$ cat config.mk
export PLATFORM = sky130hd
export DESIGN_NAME = qdec_top
export DESIGN_NICKNAME = d
export VERILOG_FILES = /design/src/rtl/qdec_pkg.sv /design/src/rtl/qdec_datapath.sv /design/src/rtl/qdec_ctrl.sv /design/src/rtl/qdec_top.sv
export SDC_FILE = /design/constraint.sdc
export NUM_CORES = 1
export LEC_CHECK = 0
export BUFFER_PORTS_ARGS = -buffer_cell sky130_fd_sc_hd__buf_2
export CELL_PAD_IN_SITES_DETAIL_PLACEMENT = 1
export CELL_PAD_IN_SITES_GLOBAL_PLACEMENT = 1
export CORE_AREA = 2 2 39 41
export CTS_BUF_LIST = sky130_fd_sc_hd__clkbuf_4
export DETAILED_ROUTE_END_ITERATION = 8
export DIE_AREA = 0 0 41 43
export GPL_TIMING_DRIVEN = 0
export PLACE_DENSITY = 0.76
export SETUP_SLACK_MARGIN = 0.3
export SYNTH_ARGS = -nofsm -noshare
export SYNTH_HDL_FRONTEND = slang
export SYNTH_SLANG_ARGS = --single-unit
$ cat constraint.sdc
create_clock -name clk -period 2.42 [get_ports clk]
set_input_delay 0.726 -clock clk [delete_from_list [all_inputs] [get_ports clk]]
set_output_delay 0.726 -clock clk [all_outputs]
set_load 0.01 [all_outputs]
$ cat src/rtl/qdec_pkg.sv
package qdec_pkg;

  typedef enum logic [1:0] {
    EDGE_X1  = 2'd0,
    EDGE_X2  = 2'd1,
    EDGE_X4  = 2'd2,
    EDGE_X4B = 2'd3
  } edgeSel_e;

  typedef struct packed {
    logic step;
    logic up;
    logic fault;
  } qdStrobe_t;

endpackage

$ cat src/rtl/qdec_datapath.sv
module qdec_datapath
  import qdec_pkg::*;
#(
  parameter int SYNC_STAGES = 2
) (
  input  logic      clk,
  input  logic      rstN,
  input  logic      inA,
  input  logic      inB,
  input  logic      errClr,
  input  qdStrobe_t strobe,
  output logic [1:0] curAB,
  output logic [1:0] prevAB,
  output logic      cntEn,
  output logic      cntUp,
  output logic      errFlag
);
  localparam int LAST = SYNC_STAGES - 1;

  logic [SYNC_STAGES-1:0] shA;
  logic [SYNC_STAGES-1:0] shB;

  generate
    for (genvar i = 0; i < SYNC_STAGES; i++) begin : g_sync
      always_ff @(posedge clk or negedge rstN) begin
        if (!rstN) begin
          shA[i] <= 1'b0;
          shB[i] <= 1'b0;
        end else if (i == 0) begin
          shA[i] <= inA;
          shB[i] <= inB;
        end else begin
          shA[i] <= shA[(i == 0) ? 0 : i - 1];
          shB[i] <= shB[(i == 0) ? 0 : i - 1];
        end
      end
    end
  endgenerate

  assign curAB = {shA[LAST], shB[LAST]};

  always_ff @(posedge clk or negedge rstN) begin
    if (!rstN) begin
      prevAB  <= 2'b00;
      cntEn   <= 1'b0;
      cntUp   <= 1'b0;
      errFlag <= 1'b0;
    end else begin
      prevAB <= curAB;
      cntEn  <= strobe.step;
      cntUp  <= strobe.step & strobe.up;
      if (strobe.fault)
        errFlag <= 1'b1;
      else if (errClr)
        errFlag <= 1'b0;
    end
  end

endmodule

$ cat src/rtl/qdec_ctrl.sv
module qdec_ctrl
  import qdec_pkg::*;
(
  input  logic       pulseMode,
  input  logic [1:0] edgeSel,
  input  logic       invertDir,
  input  logic [1:0] curAB,
  input  logic [1:0] prevAB,
  output qdStrobe_t  strobe
);
  edgeSel_e  evalMode;
  logic      aChg;
  logic      bChg;
  logic      moved;
  logic      cw;
  logic      quadHit;
  logic      upRise;
  logic      dnRise;
  logic      hit;
  logic      dir;

  always_comb begin
    evalMode = edgeSel_e'(edgeSel);
    aChg     = curAB[1] ^ prevAB[1];
    bChg     = curAB[0] ^ prevAB[0];
    moved    = aChg ^ bChg;
    // clockwise: after an A change A differs from B, after a B change they match
    cw       = aChg ? (curAB[1] != curAB[0]) : (curAB[1] == curAB[0]);
    case (evalMode)
      EDGE_X1: quadHit = moved &
                         ((cw  && prevAB == 2'b00 && curAB == 2'b10) ||
                          (!cw && prevAB == 2'b10 && curAB == 2'b00));
      EDGE_X2: quadHit = aChg & ~bChg;
      default: quadHit = moved;
    endcase

    upRise = curAB[1] & ~prevAB[1];
    dnRise = curAB[0] & ~prevAB[0];

    if (pulseMode) begin
      hit          = upRise ^ dnRise;
      dir          = upRise;
      strobe.fault = 1'b0;
    end else begin
      hit          = quadHit;
      dir          = cw;
      strobe.fault = aChg & bChg;
    end
    strobe.step = hit;
    strobe.up   = hit & (dir ^ invertDir);
  end

endmodule

$ cat src/rtl/qdec_top.sv
module qdec_top
  import qdec_pkg::*;
#(
  parameter int SYNC_STAGES = 2
) (
  input  logic       clk,
  input  logic       rstN,
  input  logic       pulseMode,
  input  logic [1:0] edgeSel,
  input  logic       invertDir,
  input  logic       errClr,
  input  logic       inA,
  input  logic       inB,
  output logic       cntEn,
  output logic       cntUp,
  output logic       errFlag
);
  qdStrobe_t  strobe;
  logic [1:0] curAB;
  logic [1:0] prevAB;

  qdec_ctrl u_ctrl (
    .pulseMode (pulseMode),
    .edgeSel   (edgeSel),
    .invertDir (invertDir),
    .curAB     (curAB),
    .prevAB    (prevAB),
    .strobe    (strobe)
  );

  qdec_datapath #(.SYNC_STAGES(SYNC_STAGES)) u_dp (
    .clk     (clk),
    .rstN    (rstN),
    .inA     (inA),
    .inB     (inB),
    .errClr  (errClr),
    .strobe  (strobe),
    .curAB   (curAB),
    .prevAB  (prevAB),
    .cntEn   (cntEn),
    .cntUp   (cntUp),
    .errFlag (errFlag)
  );

endmodule

==> results.txt, run 1 <==
Vias/cell -> 4.667
Later-pin clock latency in the skew report -> 0.24 ns
DRT antenna net count -> 0
Root Buffer -> clkbuf_4
Detailed Route Iter0 Violations -> 0
Hold_ws -> 0.3155 ns
Share of the synthesized area in the top cell type -> 48.65%
Async set or reset register ratio after synthesis -> 100.0%
Max Fclk -> 513.3 MHz
Vias -> 322
Core Footprint -> 0.001384 mm²
Cells after Synth -> 38
Post-synth EDFFs -> 0
Core Rows -> 14
Max-Cap Viols -> 0
Total negative slack -> 0 ns
Synth Net Count -> 53
Crit-path leading delay family -> adder cells
Slew Limit Fails -> 0
Initial Util -> 33.45%
Post-Syn Area -> 462.9 µm²
Routed wire length -> 823 µm
Total number of H-tree levels -> 1
CTS tree -> yes
Peak VDD IR -> 0.2772 mV
Share of cells above drive strength 1 -> 41.51%
DRC viols -> 0
Status -> completed
Area growth syn-to-layout -> 28.38%
Hold Fails Final Rpt -> 0
Relative slew margins -> 82.37%
Final GP Congestion -> 0.6063
CP Data Arrival Time -> 2.13 ns
Pwr/cell area -> 614.5 mW/mm²
Minimum clock period -> 1.948 ns
RSZ-0062 raised after global routing -> false
Clock slew at reported path FFs -> 0.05 ns
Leak -> 0.0003025 µW
Yosys cell types -> 18
Top-count cell post-synth -> dfrtp_1
Clk_skew -> 0.0007816 ns
Area contributors post-synth -> dfrtp_1 49%, ha_1 16%, inv_1 6.5%
Diodes inserted -> 0
Pre-antenna DRT Iters -> 1
CP max stage cell -> dfrtp_1
Final setup viols -> 0
Register area share after synthesis -> 48.65%
CP Buf/Inv Count -> 2
#FFs+latches synth -> 9
Critical path cell sequence -> inv_1, ha_4, inv_1, ha_4, and4bb_2, mux2i_1, a221oi_2, and2_1
Number of port buffers -> 11
Worst-path maximum fanout -> 4
First-pass GRT wire length -> 1276 µm
Die H -> 43 µm
Largest net degree at the start of global routing -> 10
Crit path kind -> register to register
Core Util, Final -> 42.95%
Placed Cells -> 65
GR Util All Layers -> 11.22%
Die ar. -> 0.001763 mm²
Worst Path Required -> 2.61 ns
Non-filler instance count after layout -> 69
Startpoint types -> register
Final period utilization -> 80.50%
Grt ovf -> 0
Hold Crit Class -> input pin to async pin
Antenna violations before repair -> 0
Die Width -> 41 µm
Layout Nets -> 69
Post-synth top cells -> 9 x dfrtp_1, 8 x inv_1, 6 x ha_1
Top Ports -> 12
Total CTS buffers -> 3
Vias in the first global route -> 317
Syn avg cell area -> 12.18 µm²
Synth area leader -> dfrtp_1
Worst slew pin tran -> 0.2644 ns
CP max stage delay -> 0.36 ns
Power Total -> 365.2 µW
CP endpoint kind -> register
Synth Warn # -> 0
TritonCTS Sinks -> 9
Main synth FF type -> dfrtp_1
HPWL after detailed placement -> 694.8 µm
Clock buffer depth -> 2
Routed length per placed instance -> 11.93 µm
[power breakdown]
part	switching, µW	internal, µW
Combinational	39.7	40.3
Clock	42.5	74.1
Sequential	5.69	163
Total	87.9	277
[per-stage QoR]
stage	instance area (µm²)	setup WS, ns
global placement	538.0	0.4218
detailed placement	538.0	0.3537
global route	594.3	0.3349
finish	594.3	0.4719
CTS	568.0	0.3357
floorplan	462.9	0.5968
[layout by cell type, fill, tap and decap left out]
master,instances
buf_2,11
inv_1,8
dfrtp_1,8
ha_1,4
clkbuf_4,4
ha_4,2
and4bb_2,1
and4b_1,1
xnor2_2,1
mux2i_1,1
a211oi_1,1
xnor2_1,1
or2b_2,1
or3b_1,1
a21oi_1,1
a221oi_2,1
nand2_1,1
o21ai_0,1
xor2_1,1
and2_1,1
o22ai_1,1
dfrtp_2,1
[cells by family (layout without fill, tap and decap cells)]
| group | after synthesis | count (layout) | synth area share, % |
|---|---|---|---|
| buf+inv | 8 | 23 | 6.487 |
| mux | 1 | 1 | 2.162 |
| fa+ha+maj | 6 | 6 | 16.22 |
| compound gates | 5 | 5 | 8.377 |
| flops | 9 | 9 | 48.65 |
| xor+xnor | 3 | 3 | 7.299 |
| simple gates | 6 | 6 | 10.81 |
[final cells by class]
type | instances | area, µm²
clock buffers | 4 | 30.03
well taps | 16 | 20.02
repair buffers | 11 | 55.05
fillers | 163 | 789.5
inverters | 8 | 30.03
flip-flops and latches | 9 | 226.5
multi-input cells | 21 | 232.7
[sequential cells by signal, indices dropped and copies added, names as in the netlist]
| signal | flops |
|---|---|
| u_dp.shB | 1 |
| u_dp.shA | 1 |
| u_dp.errFlag | 1 |
| u_dp.prevAB | 2 |
| u_dp.cntEn | 1 |
| u_dp.cntUp | 1 |
| u_dp.curAB | 2 |
[metal layers]
layer | GRT usage [%] | up-vias | routed length, µm
li1 | - | 156 | -
met1 | 13.90 | 157 | 336
met2 | 17.81 | 9 | 460
met3 | 1.571 | 0 | 26
met4 | 6.000 | 0 | 0
met5 | 0 | - | 0
[worst paths after layout]
kind                                               start                       to  slack (ns)  cells after the start
worst min register to register     u_dp.shA[0]$_DFF_PN0_  u_dp.curAB[1]$_DFF_PN0_        0.35                      0
max in group asynchronous                           rstN  u_dp.curAB[1]$_DFF_PN0_        1.92                      1
min in group clk                   u_dp.shA[0]$_DFF_PN0_  u_dp.curAB[1]$_DFF_PN0_        0.35                      0
worst min-delay path                                rstN    u_dp.shA[0]$_DFF_PN0_        0.32                      1
worst max-delay path            u_dp.prevAB[1]$_DFF_PN0_     u_dp.cntUp$_DFF_PN0_        0.47                      8
worst max register to register  u_dp.prevAB[1]$_DFF_PN0_     u_dp.cntUp$_DFF_PN0_        0.47                      8
[timing repair]
action / 4_1_cts / 5_1_grt
hold buffers: 0 / 0
setup endpoints to repair: 0 / 1
buffers inserted: 0 / 0
resized for setup: 0 / 3
Power figures use the tool's default switching activity.
==> inputs of run 2 (changes only) <==
- PLACE_DENSITY: 0.76 -> 0.78
- clock period: 2.42 -> 1.66 ns (I/O delays scaled with it)
==> results.txt, run 2 (synthesis gave the netlist of run 1 again) <==
HPWL after detailed placement -> 705.1 µm
Largest net degree at the start of global routing -> 10
Final period utilization -> 113.5%
Top Ports -> 12
Max Fclk -> 530.8 MHz
Pwr/cell area -> 862.6 mW/mm²
Grt ovf -> 0
Minimum clock period -> 1.884 ns
Pre-antenna DRT Iters -> 1
Die ar. -> 0.001763 mm²
Share of cells above drive strength 1 -> 55.36%
Vias/cell -> 4.708
DRC viols -> 0
Worst slew pin tran -> 0.2478 ns
Core Rows -> 14
Final GP Congestion -> 0.7382
CP endpoint kind -> register
Clock buffer depth -> 2
RSZ-0062 raised after global routing -> true
TritonCTS Sinks -> 9
Diodes inserted -> 0
Later-pin clock latency in the skew report -> 0.26 ns
Crit path kind -> register to register
CP max stage cell -> dfrtp_1
Max-Cap Viols -> 0
Routed wire length -> 893 µm
Psw -> 149.9 µW
Worst-path maximum fanout -> 4
Critical path cell sequence -> ha_4, inv_2, ha_4, and4bb_2, mux2i_2, a221oi_2, and2_1
Core Footprint -> 0.001384 mm²
Reg power frac -> 44.9%
Total number of H-tree levels -> 1
Total CTS buffers -> 3
Most frequent cells in the layout -> 11 x buf_2, 9 x dfrtp_1, 4 x inv_1
Area growth syn-to-layout -> 37.30%
Worst Path Required -> 1.85 ns
R2r endpoint -> u_dp.cntUp$_DFF_PN0_
Leak -> 0.0003107 µW
Hold Crit Class -> input pin to async pin
CP Buf/Inv Count -> 1
Vias in the first global route -> 380
Status -> finished, violations left
Violated checks -> setup timing
Startpoint types -> register
CP Data Arrival Time -> 2.08 ns
Reg2Reg Setup Slack -> -0.22 ns
Cell Int Power -> 398.4 µW
Final setup viols -> 2
Switch share -> 27.33%
Commonest non-fill, non-tap cell in the layout -> buf_2
Clock slew at reported path FFs -> 0.06 ns
DP Worst Slack -> -0.2668 ns
Relative slew margins -> 83.38%
Peak VDD IR -> 0.6291 mV
Layout Nets -> 72
Routed length per placed instance -> 12.40 µm
Die H -> 43 µm
Hold_ws -> 0.07497 ns
Number of port buffers -> 11
Crit-path leading delay family -> adder cells
Clock power frac -> 30.3%
DRT antenna net count -> 0
Initial Util -> 33.45%
Clk_skew -> 0.005034 ns
Power Total -> 548.3 µW
CP max stage delay -> 0.43 ns
Slew Limit Fails -> 0
CTS tree -> yes
Core Util, Final -> 45.93%
Detailed Route Iter0 Violations -> 0
Final WS setup -> -0.2238 ns
Root Buffer -> clkbuf_4
Crit Reg-Reg Startpoint -> u_dp.curAB[0]$_DFF_PN0_
Vias -> 339
Worst path most repeated cell -> ha_4
GR Util All Layers -> 14.00%
Antenna violations before repair -> 0
Comb power frac -> 24.8%
R2r worst-path depth -> 7
Die Width -> 41 µm
Hold Fails Final Rpt -> 0
First-pass GRT wire length -> 1614 µm
==> run 2: power groups by stage <==
| stage | registers, µW | clock network (µW) | logic (µW) |
|---|---|---|---|
| floorplan | 254 | 0 | 73.0 |
| finish | 246 | 166 | 136 |
| detailed placement | 250 | 0 | 122 |
| global placement | 249 | 0 | 117 |
| CTS | 246 | 177 | 133 |
| global route | 249 | 190 | 153 |
==> run 2: timing repair <==
item                                    4_1_cts  5_1_grt
endpoints found under the setup margin        2        2
resized for setup                             3        2
pin swaps                                     5        4
buffers inserted                              2        1
gates cloned                                  0        0
hold buffers                                  0        0
==> run 2: stage by stage <==
step           instance area, µm²  TNS [ns]  cells
2_1_floorplan               494.2  -0.08577     38
3_3_place_gp                569.3   -0.2781     65
3_5_place_dp                569.3   -0.4116     65
4_1_cts                     628.1   -0.3498     71
5_1_grt                     635.6   -0.5950     72
6_report                    635.6   -0.4243     72
==> run 2: worst max-delay path by stage <==
stage                                        start  slack (ns)  depth (start not counted)                    to
after floorplan            u_dp.curAB[1]$_DFF_PN0_       -0.09                          7  u_dp.cntUp$_DFF_PN0_
after global routing      u_dp.prevAB[0]$_DFF_PN0_       -0.31                          8  u_dp.cntUp$_DFF_PN0_
after CTS                  u_dp.curAB[0]$_DFF_PN0_       -0.24                          7  u_dp.cntUp$_DFF_PN0_
after global placement     u_dp.curAB[1]$_DFF_PN0_       -0.20                          7  u_dp.cntUp$_DFF_PN0_
final                      u_dp.curAB[0]$_DFF_PN0_       -0.22                          7  u_dp.cntUp$_DFF_PN0_
after detailed placement   u_dp.curAB[0]$_DFF_PN0_       -0.27                          7  u_dp.cntUp$_DFF_PN0_
==> run 2: cell type report <==
| cell class | count | area [µm²] |
|---|---|---|
| sequential | 9 | 225.2 |
| clock inverter | 1 | 5.005 |
| timing repair buffer | 14 | 77.57 |
| fill | 154 | 748.2 |
| tap | 16 | 20.02 |
| clock buffer | 3 | 22.52 |
| inverter | 8 | 32.53 |
| multi-input combinational | 21 | 252.7 |
==> run 2: worst register-to-register path: stages (launching register included) <==
cell,delay (ns)
dfrtp_1,0.43
ha_4,0.29
inv_2,0.04
ha_4,0.27
and4bb_2,0.23
mux2i_2,0.08
a221oi_2,0.31
and2_1,0.17
==> run 2: layer usage <==
metal / vias to the layer above / share of wire, % / track usage (%)
met5: - / 0 / 0
li1: 162 / - / -
met3: 0 / 6.8 / 8.377
met2: 10 / 56 / 22.19
met1: 167 / 37 / 14.95
met4: 0 / 0 / 4.000
